===== config.mk =====
export PLATFORM = sky130hd
export DESIGN_NAME = pwrdn_seq
export DESIGN_NICKNAME = d
export VERILOG_FILES = /design/src/rtl/pwrdn_pkg.sv /design/src/rtl/pwrdn_sync.sv /design/src/rtl/pwrdn_fsm.sv /design/src/rtl/pwrdn_settle.sv /design/src/rtl/pwrdn_cfg.sv /design/src/rtl/pwrdn_seq.sv
export SDC_FILE = /design/constraint.sdc
export NUM_CORES = 1
export LEC_CHECK = 0
export ABC_AREA = 0
export BUFFER_PORTS_ARGS = -buffer_cell sky130_fd_sc_hd__clkbuf_2
export CAP_MARGIN = 30
export CORE_ASPECT_RATIO = 1.4
export CORE_MARGIN = 4
export CORE_UTILIZATION = 46
export CTS_CLUSTER_DIAMETER = 150
export DETAILED_ROUTE_END_ITERATION = 8
export PLACE_DENSITY = 0.82
export RECOVER_POWER = 50
export SLEW_MARGIN = 40
export SYNTH_ARGS = -nofsm -noshare
export SYNTH_HDL_FRONTEND = slang
export SYNTH_HIERARCHICAL = 1
export SYNTH_SLANG_ARGS = --single-unit

===== constraint.sdc =====
create_clock -name clk -period 1.05 [get_ports clk]
set_input_delay 0.1575 -clock clk [delete_from_list [all_inputs] [get_ports clk]]
set_output_delay 0.1575 -clock clk [all_outputs]
set_load 0.005 [all_outputs]

===== src/rtl/pwrdn_pkg.sv =====
package pwrdn_pkg;
  typedef enum logic [2:0] {
    ST_RUN    = 3'd0,
    ST_PARK   = 3'd1,
    ST_HELD   = 3'd2,
    ST_OSCOFF = 3'd3,
    ST_WAKE   = 3'd4
  } pd_state_e;
endpackage


===== src/rtl/pwrdn_sync.sv =====
module pwrdn_sync #(
  parameter int W      = 1,
  parameter int STAGES = 2
) (
  input  logic         clk,
  input  logic         rst_n,
  input  logic [W-1:0] d_async,
  output logic [W-1:0] q_sync
);
  genvar gi;
  generate
    for (gi = 0; gi < W; gi++) begin : g_bit
      logic [STAGES-1:0] chain_q;
      always_ff @(posedge clk or negedge rst_n) begin
        if (!rst_n) chain_q <= '1;
        else        chain_q <= {chain_q[STAGES-2:0], d_async[gi]};
      end
      assign q_sync[gi] = chain_q[STAGES-1];
    end
  endgenerate
endmodule


===== src/rtl/pwrdn_fsm.sv =====
module pwrdn_fsm
  import pwrdn_pkg::*;
#(
  parameter int PARK_MAX = 4
) (
  input  logic      clk,
  input  logic      rst_n,
  input  logic      pd_act,
  input  logic      cycle_done,
  input  logic      settle_done,
  output pd_state_e state_q
);
  localparam int PW = $clog2(PARK_MAX) + 1;

  pd_state_e     state_d;
  logic [PW-1:0] park_cnt_q, park_cnt_d;
  logic          park_to;

  assign park_to = (park_cnt_q == PW'(PARK_MAX - 1));

  always_comb begin
    state_d = state_q;
    unique case (state_q)
      ST_RUN:    if (pd_act) state_d = ST_PARK;
      ST_PARK:   if (cycle_done || park_to) state_d = ST_HELD;
      ST_HELD:   state_d = ST_OSCOFF;
      ST_OSCOFF: if (!pd_act) state_d = ST_WAKE;
      ST_WAKE: begin
        if (pd_act)           state_d = ST_OSCOFF;
        else if (settle_done) state_d = ST_RUN;
      end
      default:   state_d = ST_RUN;
    endcase
  end

  always_comb begin
    if (state_q == ST_PARK) park_cnt_d = park_cnt_q + PW'(1);
    else                    park_cnt_d = '0;
  end

  always_ff @(posedge clk or negedge rst_n) begin
    if (!rst_n) begin
      state_q    <= ST_RUN;
      park_cnt_q <= '0;
    end else begin
      state_q    <= state_d;
      park_cnt_q <= park_cnt_d;
    end
  end

  a_r10_wake_abort: assert property (@(posedge clk) disable iff (!rst_n)
    (state_q == ST_WAKE && pd_act) |=> (state_q == ST_OSCOFF));

  a_r5_park_bounded: assert property (@(posedge clk) disable iff (!rst_n)
    (state_q == ST_PARK) |-> (park_cnt_q < PW'(PARK_MAX)));
endmodule


===== src/rtl/pwrdn_settle.sv =====
module pwrdn_settle #(
  parameter int SETTLE_CYC = 8
) (
  input  logic                            clk,
  input  logic                            rst_n,
  input  logic                            in_wake,
  input  logic                            ref_tick,
  output logic                            done,
  output logic                            seen_tick,
  output logic [$clog2(SETTLE_CYC+1)-1:0] cnt_q
);
  localparam int CW = $clog2(SETTLE_CYC + 1);

  logic [CW-1:0] cnt_d;
  logic          cnt_en;

  assign cnt_en    = in_wake && ref_tick;
  assign done      = cnt_en && (cnt_q == CW'(SETTLE_CYC - 1));
  assign seen_tick = (cnt_q != '0);

  always_comb begin
    if (!in_wake)    cnt_d = '0;
    else if (cnt_en) cnt_d = cnt_q + CW'(1);
    else             cnt_d = cnt_q;
  end

  always_ff @(posedge clk or negedge rst_n) begin
    if (!rst_n) cnt_q <= '0;
    else        cnt_q <= cnt_d;
  end
endmodule


===== src/rtl/pwrdn_cfg.sv =====
module pwrdn_cfg #(
  parameter int CFG_W = 8
) (
  input  logic             clk,
  input  logic             rst_n,
  input  logic             freeze,
  input  logic             we,
  input  logic [CFG_W-1:0] wdata,
  output logic [CFG_W-1:0] q
);
  logic wr_en;
  assign wr_en = we && !freeze;

  always_ff @(posedge clk or negedge rst_n) begin
    if (!rst_n)     q <= '1;
    else if (wr_en) q <= wdata;
  end

  a_r8_frozen_stable: assert property (@(posedge clk) disable iff (!rst_n)
    freeze |=> $stable(q));
endmodule


===== src/rtl/pwrdn_seq.sv =====
module pwrdn_seq
  import pwrdn_pkg::*;
#(
  parameter int PARK_MAX   = 4,
  parameter int SETTLE_CYC = 8,
  parameter int CFG_W      = 8
) (
  input  logic             clk,
  input  logic             rst_n,
  input  logic             mode_sel,
  input  logic             pd_req_n,
  input  logic             cpu_stop_n,
  input  logic             bus_stop_n,
  input  logic             cycle_done,
  input  logic             ref_tick,
  input  logic             cfg_we,
  input  logic [CFG_W-1:0] cfg_wdata,
  output logic [CFG_W-1:0] cfg_q,
  output logic             cpu_run,
  output logic             bus_run,
  output logic             ref_hold,
  output logic             clk_hold,
  output logic             osc_en,
  output logic             vco_en,
  output logic             ser_freeze
);
  localparam int CW = $clog2(SETTLE_CYC + 1);

  logic [1:0] rst_chain_q;
  logic       rst_s;

  always_ff @(posedge clk or negedge rst_n) begin
    if (!rst_n) rst_chain_q <= 2'b00;
    else        rst_chain_q <= {rst_chain_q[0], 1'b1};
  end
  assign rst_s = rst_chain_q[1];

  logic [2:0] async_in, sync_out;
  logic       pd_s, cpu_stop_s, bus_stop_s, pd_act;

  assign async_in = {pd_req_n, cpu_stop_n, bus_stop_n};

  pwrdn_sync #(.W(3), .STAGES(2)) u_sync (
    .clk     (clk),
    .rst_n   (rst_s),
    .d_async (async_in),
    .q_sync  (sync_out)
  );

  assign {pd_s, cpu_stop_s, bus_stop_s} = sync_out;
  assign pd_act = !pd_s && !mode_sel;

  pd_state_e     state;
  logic          settle_done, seen_tick;
  logic [CW-1:0] settle_cnt;

  pwrdn_fsm #(.PARK_MAX(PARK_MAX)) u_fsm (
    .clk         (clk),
    .rst_n       (rst_s),
    .pd_act      (pd_act),
    .cycle_done  (cycle_done),
    .settle_done (settle_done),
    .state_q     (state)
  );

  pwrdn_settle #(.SETTLE_CYC(SETTLE_CYC)) u_settle (
    .clk       (clk),
    .rst_n     (rst_s),
    .in_wake   (state == ST_WAKE),
    .ref_tick  (ref_tick),
    .done      (settle_done),
    .seen_tick (seen_tick),
    .cnt_q     (settle_cnt)
  );

  always_comb begin
    ref_hold   = (state != ST_RUN);
    clk_hold   = (state == ST_HELD) || (state == ST_OSCOFF) || (state == ST_WAKE);
    ser_freeze = (state == ST_OSCOFF) || (state == ST_WAKE);
    osc_en     = (state != ST_OSCOFF);
    vco_en     = (state == ST_RUN) || (state == ST_PARK) || (state == ST_HELD) ||
                 ((state == ST_WAKE) && seen_tick);
    cpu_run    = !clk_hold && (mode_sel || cpu_stop_s);
    bus_run    = !clk_hold && (mode_sel || bus_stop_s);
  end

  pwrdn_cfg #(.CFG_W(CFG_W)) u_cfg (
    .clk    (clk),
    .rst_n  (rst_s),
    .freeze (ser_freeze),
    .we     (cfg_we),
    .wdata  (cfg_wdata),
    .q      (cfg_q)
  );

  a_r6_hold_before_osc: assert property (@(posedge clk) disable iff (!rst_s)
    $fell(osc_en) |-> $past(clk_hold));

  a_r7_frozen_no_run: assert property (@(posedge clk) disable iff (!rst_s)
    ser_freeze |-> (!cpu_run && !bus_run));

  a_r2_mode_blocks_entry: assert property (@(posedge clk) disable iff (!rst_s)
    (mode_sel && state == ST_RUN) |=> (state == ST_RUN));

  a_r9_release_after_count: assert property (@(posedge clk) disable iff (!rst_s)
    $fell(clk_hold) |-> $past(settle_cnt == CW'(SETTLE_CYC - 1)));
endmodule


# == Word level (Yosys, flattened, before mapping) ==
# Cells that the tools add are included.
# totals
register_bits,26
romBits,0
latch_bits,0
ramBits,0
mem_count,0
wordCells,55
output_inout_bits,15
inputBits,17
# op_classes
n_div,0
n_addsub,2
n_shift,0
n_reduce_logical,24
mul,0
n_bitwise,0
n_mux,9
eq_ne,12
magnitude_cmp,0
# op_table
op,count
3-bit 2-to-1 mux,6
3-bit one-hot mux with 5 select lines,1
"3-bit by 2-bit == test with 1-bit output, second input constant",3
1-bit logical OR,9
4-bit 2-to-1 mux,2
1-bit logical AND,7
"4-bit by 1-bit adder with 4-bit output, second input constant",1
"4-bit by 3-bit == test with 1-bit output, second input constant",1
1-bit zero test,4
"2-bit by 1-bit != test with 1-bit output, second input constant",2
"2-bit != test, second input constant",2
4-bit AND reduction,1
4-bit nonzero test,1
"3-bit by 1-bit adder with 3-bit output, second input constant",1
"3-bit by 1-bit == test with 1-bit output, second input constant",1
"3-bit == test, second input constant",1
3-bit zero test,1
"3-bit by 2-bit != test with 1-bit output, second input constant",1
"3-bit != test, second input constant",1
3-bit nonzero test,1

# == Longest topological paths before layout ==
# logic_depth
word_depth,6
ltp_mapped,6
ltp_nobuf,6

# == Modules after synthesis ==
# Netlist, hierarchy kept.
# modules_own_cells
mod,area_each_um2,instances,cells_each,seq_area_each_um2
pwrdn_cfg,355.3,1,18,210.2
pwrdn_fsm,285.3,1,29,150.1
pwrdn_settle,234.0,1,25,100.1
pwrdn_sync,180.2,1,9,157.7
pwrdn_seq,143.9,1,17,50.0

# == Least setup slack after synthesis ==
# OpenSTA, ideal clock, no wires.
# synth_timing
kind,register to register
start,register u_fsm.state_q[1]
end,register u_cfg.q[0]
period_less_slack_ns,1.556
stages_incl_launch_ff,6
t_arrival_ns,1.473
required_time_ns,0.968
path_buffers,1
setup_slack_ns,-0.506
setup_time_ns,0.082
cell_sequence,dfrtp_1 -> and2b_2 -> a21o_2 -> nor2b_4 -> buf_6 -> mux2_4
# synth_between
elab_chain_len,4
word_cells_on_any_way,5
classes_between,eq/ne (2); reduce/logical (3)
# synth_rtl
element,line_no,rtl
start: declaration,pwrdn_fsm.sv:11,output pd_state_e state_q
start signal: assignment,pwrdn_fsm.sv:46,state_q <= state_d;
3-bit by 2-bit == test with 1-bit output or 3-bit == test (tied branches),pwrdn_seq.sv:79,ser_freeze = (state == ST_OSCOFF) || (state == ST_WAKE);
1-bit logical OR *,pwrdn_seq.sv:79,
named net ser_freeze,pwrdn_seq.sv:25,output logic ser_freeze
1-bit zero test *,pwrdn_cfg.sv:12,assign wr_en = we && !freeze;
1-bit logical AND *,pwrdn_cfg.sv:12,
end signal: assignment,pwrdn_cfg.sv:16,else if (wr_en) q <= wdata;
end: declaration,pwrdn_cfg.sv:9,output logic [CFG_W-1:0] q
# The timed path passes the listed nets; every way through them passes the cells marked *.
# A chain may end at the register's enable or synchronous reset.

# == Final worst setup path ==
# layout_timing
start,register u_fsm.state_q[1]
end,output clk_hold
# layout_between
elab_chain_len,3
word_cells_on_any_way,5
classes_between,eq/ne (3); reduce/logical (2)
# layout_rtl
element,line_no,rtl
3-bit by 2-bit == test with 1-bit output,pwrdn_seq.sv:78,clk_hold = (state == ST_HELD) || (state == ST_OSCOFF) || (state == ST_WAKE);
1-bit logical OR,pwrdn_seq.sv:78,
1-bit logical OR *,pwrdn_seq.sv:78,
end: declaration,pwrdn_seq.sv:22,"output logic clk_hold,"
# Every way passes the cells marked *; elsewhere a longest branch is shown, timed or not.

==> impl_metrics.json <==
{
  "outcome": "complete, but fails checks",
  "violations": "negative setup slack",
  "die_height_um": 68.40,
  "cts.htree.levels": 1,
  "drt_wl_total_um": 2570,
  "ant_nets": 0,
  "period_share_pct": 152.6,
  "endpoint_kind": "output pin",
  "p_leak_uw": 0.0008265,
  "grt_pass1_vias": 966,
  "cts_root_buf": "clkbuf_4",
  "p_sw_uw": 1305,
  "vias": 924,
  "fin_nets": 175,
  "routed_via_density": 4.968,
  "p_per_area_nw_per_um2": 2364,
  "grt.overflow.total": 0,
  "clk_latency_ns": 0.30,
  "pwr-share-clk_pct": 9.7,
  "fin_util_pct": 69.94,
  "first_pass_iters": 4,
  "relSlewSlack_pct": 63.16,
  "grt_pass1_wl_um": 4064,
  "hold_path_class": "input pin to flop",
  "stdcell_area_um2": 1709,
  "drv_slew": 0,
  "syn_nets": 119,
  "p_total_uw": 4040,
  "ios": 32,
  "die_w_um": 51.14,
  "start_util_pct": 49.05,
  "cts_tree": "built",
  "cp.required_ns": 0.89,
  "avgSynthCellArea_um2": 12.23,
  "hold_end": "u_cfg/q[5]",
  "crit_arrival_ns": 1.44,
  "cts_made_buffers": 3,
  "avgRoutedWirePerCell_um": 13.82,
  "start_kind": "flop",
  "worst_pin_slew_ns": 0.5526,
  "path_cells": "and2b_2, buf_6, or2_1, clkbuf_2",
  "fin_ws_ns": -0.5520,
  "p_sw_share_pct": 32.30,
  "placed_area_um2": 1489,
  "grtUsageTotal_pct": 15.78,
  "critPathSlowestCell": "dfrtp_2",
  "vdd_drop_max_mv": 1.574,
  "r2r_slack_ns": -0.51,
  "cp.buffers_inverters": 2,
  "drc": 0,
  "clk_pin_slew_ns": 0.12,
  "worstPathMaxFanout": 4,
  "synthCells": 98,
  "timing.rr.end": "u_fsm/state_q[2]",
  "hold_viol": 0,
  "p_int_uw": 2735,
  "place_ws_ns": -0.4413,
  "yosys_warnings": 6,
  "crit_type": "flop to output pin",
  "drive_gt1_share_pct": 66.45,
  "r2r-start": "u_fsm/state_q[0]",
  "worstRegToRegCells": 7,
  "grt_max_degree": 25,
  "drtIter0Drc": 12,
  "period_needed_ns": 1.602,
  "synth_area_um2": 1199,
  "whs_path_depth": 2,
  "area_growth_pct": 42.59,
  "setup_viol": 33,
  "ys_types": 32,
  "rsz0062_at_grt": "yes",
  "skew_ns": 0.001604,
  "nFillCells": 164,
  "row_count": 21,
  "dp_cells": 172,
  "dp_hpwl_um": 1740,
  "cts.sinks": 26,
  "die_area_um2": 3498,
  "num_antenna_cells": 0,
  "hold_path.startpoint": "cfg_wdata[5]",
  "portBuffers": 31,
  "pwr-share-comb_pct": 52.8,
  "max_freq_ghz": 0.6242,
  "final_cells": 186,
  "max_stage_delay_ns": 0.46,
  "place.gp.congestion": 0.8251,
  "synth_seq_area_share_pct": 55.74,
  "critical-path-top-delay-family": "flip-flops",
  "synth_seq_cells": 26,
  "antenna_found_initial": 0,
  "clk_path_buf_depth": 2,
  "coreArea_um2": 2444,
  "seq_power_share_pct": 37.5,
  "drv_cap": 0
}
==> area by class of cell <==
| class | instances | area, µm² | area share [%] |
|---|---|---|---|
| Sequential cell | 26 | 670.6 | 39.24 |
| Timing Repair Buffer | 56 | 396.6 | 23.21 |
| Inverter | 6 | 22.52 | 1.318 |
| Clock buffer | 3 | 22.52 | 1.318 |
| Tap cell | 34 | 42.54 | 2.489 |
| Multi-Input combinational cell | 61 | 554.3 | 32.43 |
==> stage by stage <==
stage          TNS (ns)  hold WS [ns]
2_1_floorplan    -4.198       -0.1381
3_3_place_gp     -5.438      -0.05621
3_5_place_dp     -6.012      -0.05388
4_1_cts          -9.421       0.06688
5_1_grt          -11.28       0.05574
6_report         -9.783       0.07064
==> how the worst max path moves through the flow <==
| stage | slack [ns] | startpoint | to | cells past startpoint |
|---|---|---|---|---|
| floorplan | -0.46 | u_fsm/state_q[1] | u_cfg/q[0] | 5 |
| global placement | -0.41 | u_fsm/state_q[1] | u_cfg/q[3] | 5 |
| detailed placement | -0.44 | u_fsm/state_q[1] | u_cfg/q[6] | 5 |
| global route | -0.61 | u_fsm/state_q[1] | cpu_run | 4 |
| finish | -0.55 | u_fsm/state_q[1] | clk_hold | 4 |
| CTS | -0.54 | u_fsm/state_q[1] | clk_hold | 4 |
==> power by group through the flow <==
| stage | Combinational [µW] | Sequential, µW | Clock [µW] |
|---|---|---|---|
| floorplan | 835 | 1570 | 0 |
| global placement | 1530 | 1510 | 0 |
| detailed placement | 1580 | 1520 | 0 |
| CTS | 2010 | 1500 | 404 |
| global route | 2300 | 1550 | 441 |
| finish | 2130 | 1510 | 392 |
==> per-layer routing <==
layer,global-route usage [%],routed length (µm),up-vias
met1,17.42,995,446
met3,2.832,185,4
met4,9.428,36,0
met2,28.06,1353,41
met5,0,0,-
li1,-,-,433
==> synth_stat cells <==
library cell	n	area, µm²
dfstp_2	14	367.9
nor2_1	14	52.55
dfrtp_1	12	300.3
mux2_4	8	120.1
inv_1	6	22.52
a21oi_1	4	20.02
ha_1	4	50.05
nand2_1	4	15.01
buf_4	3	22.52
mux2i_1	2	20.02
nand2b_1	2	12.51
nand4_1	2	12.51
nor3_1	2	10.01
o22ai_1	2	12.51
or2_1	2	12.51
a21bo_2	1	10.01
a21o_1	1	7.510
a21o_2	1	8.760
a22oi_1	1	7.510
and2b_1	1	7.510
and2b_2	1	8.760
buf_2	1	5.000
buf_6	1	11.26
conb_1	1	3.750
nand3b_1	1	7.510
nor2b_1	1	6.260
nor2b_4	1	13.76
nor3b_4	1	18.77
o21a_1	1	7.510
o31a_1	1	8.760
or3_1	1	6.260
xnor2_1	1	8.760
==> placed cells by master, fill, tap and decap left out, types with 2 or more instances in the layout <==
cell / netlist / routed
mux2i_1: 2 / 2
dfstp_2: 14 / 14
mux2_4: 8 / 8
dfrtp_2: 0 / 2
nor2_2: 0 / 3
clkbuf_4: 0 / 3
dlygate4sd3_1: 0 / 4
nand2_1: 4 / 2
buf_6: 1 / 8
inv_1: 6 / 5
buf_2: 1 / 3
o22ai_2: 0 / 2
nor3_2: 0 / 2
a21oi_2: 0 / 3
nand4_1: 2 / 2
nor2_1: 14 / 10
nand2_2: 0 / 2
clkbuf_2: 0 / 26
ha_1: 4 / 2
dfrtp_1: 12 / 10
buf_4: 3 / 13
==> what timing repair did <==
item	CTS	global route
setup endpoints to repair	33	33
endpoints found under the hold margin	5	0
buffers inserted	8	1
hold buffers	4	0
pin swaps	14	7
gates resized for setup	17	12
==> logic make-up (layout without fill, tap and decap cells) <==
family                   count (synthesis)  in the layout  share of synthesized area, %
flip-flops                              26             26                         55.74
adder cells (fa/ha/maj)                  4              4                         4.176
multiplexers                            10             10                         11.69
buffers and inverters                   11             65                         5.114
other                                    1              1                        0.3129
XOR/XNOR                                 1              1                        0.7308
AO/OA/AOI/OAI                           12             12                         6.890
AND/OR/NAND/NOR                         33             33                         15.34
==> sequential cells by signal, indices dropped and copies added (netlist names) <==
| register | flops |
|---|---|
| rst_chain_q | 2 |
| u_cfg/q | 8 |
| u_fsm/park_cnt_q | 3 |
| u_fsm/state_q | 3 |
| u_settle/cnt_q | 4 |
| u_sync/g_bit.chain_q | 6 |
Note: power is estimated with default switching activity, not from simulation.
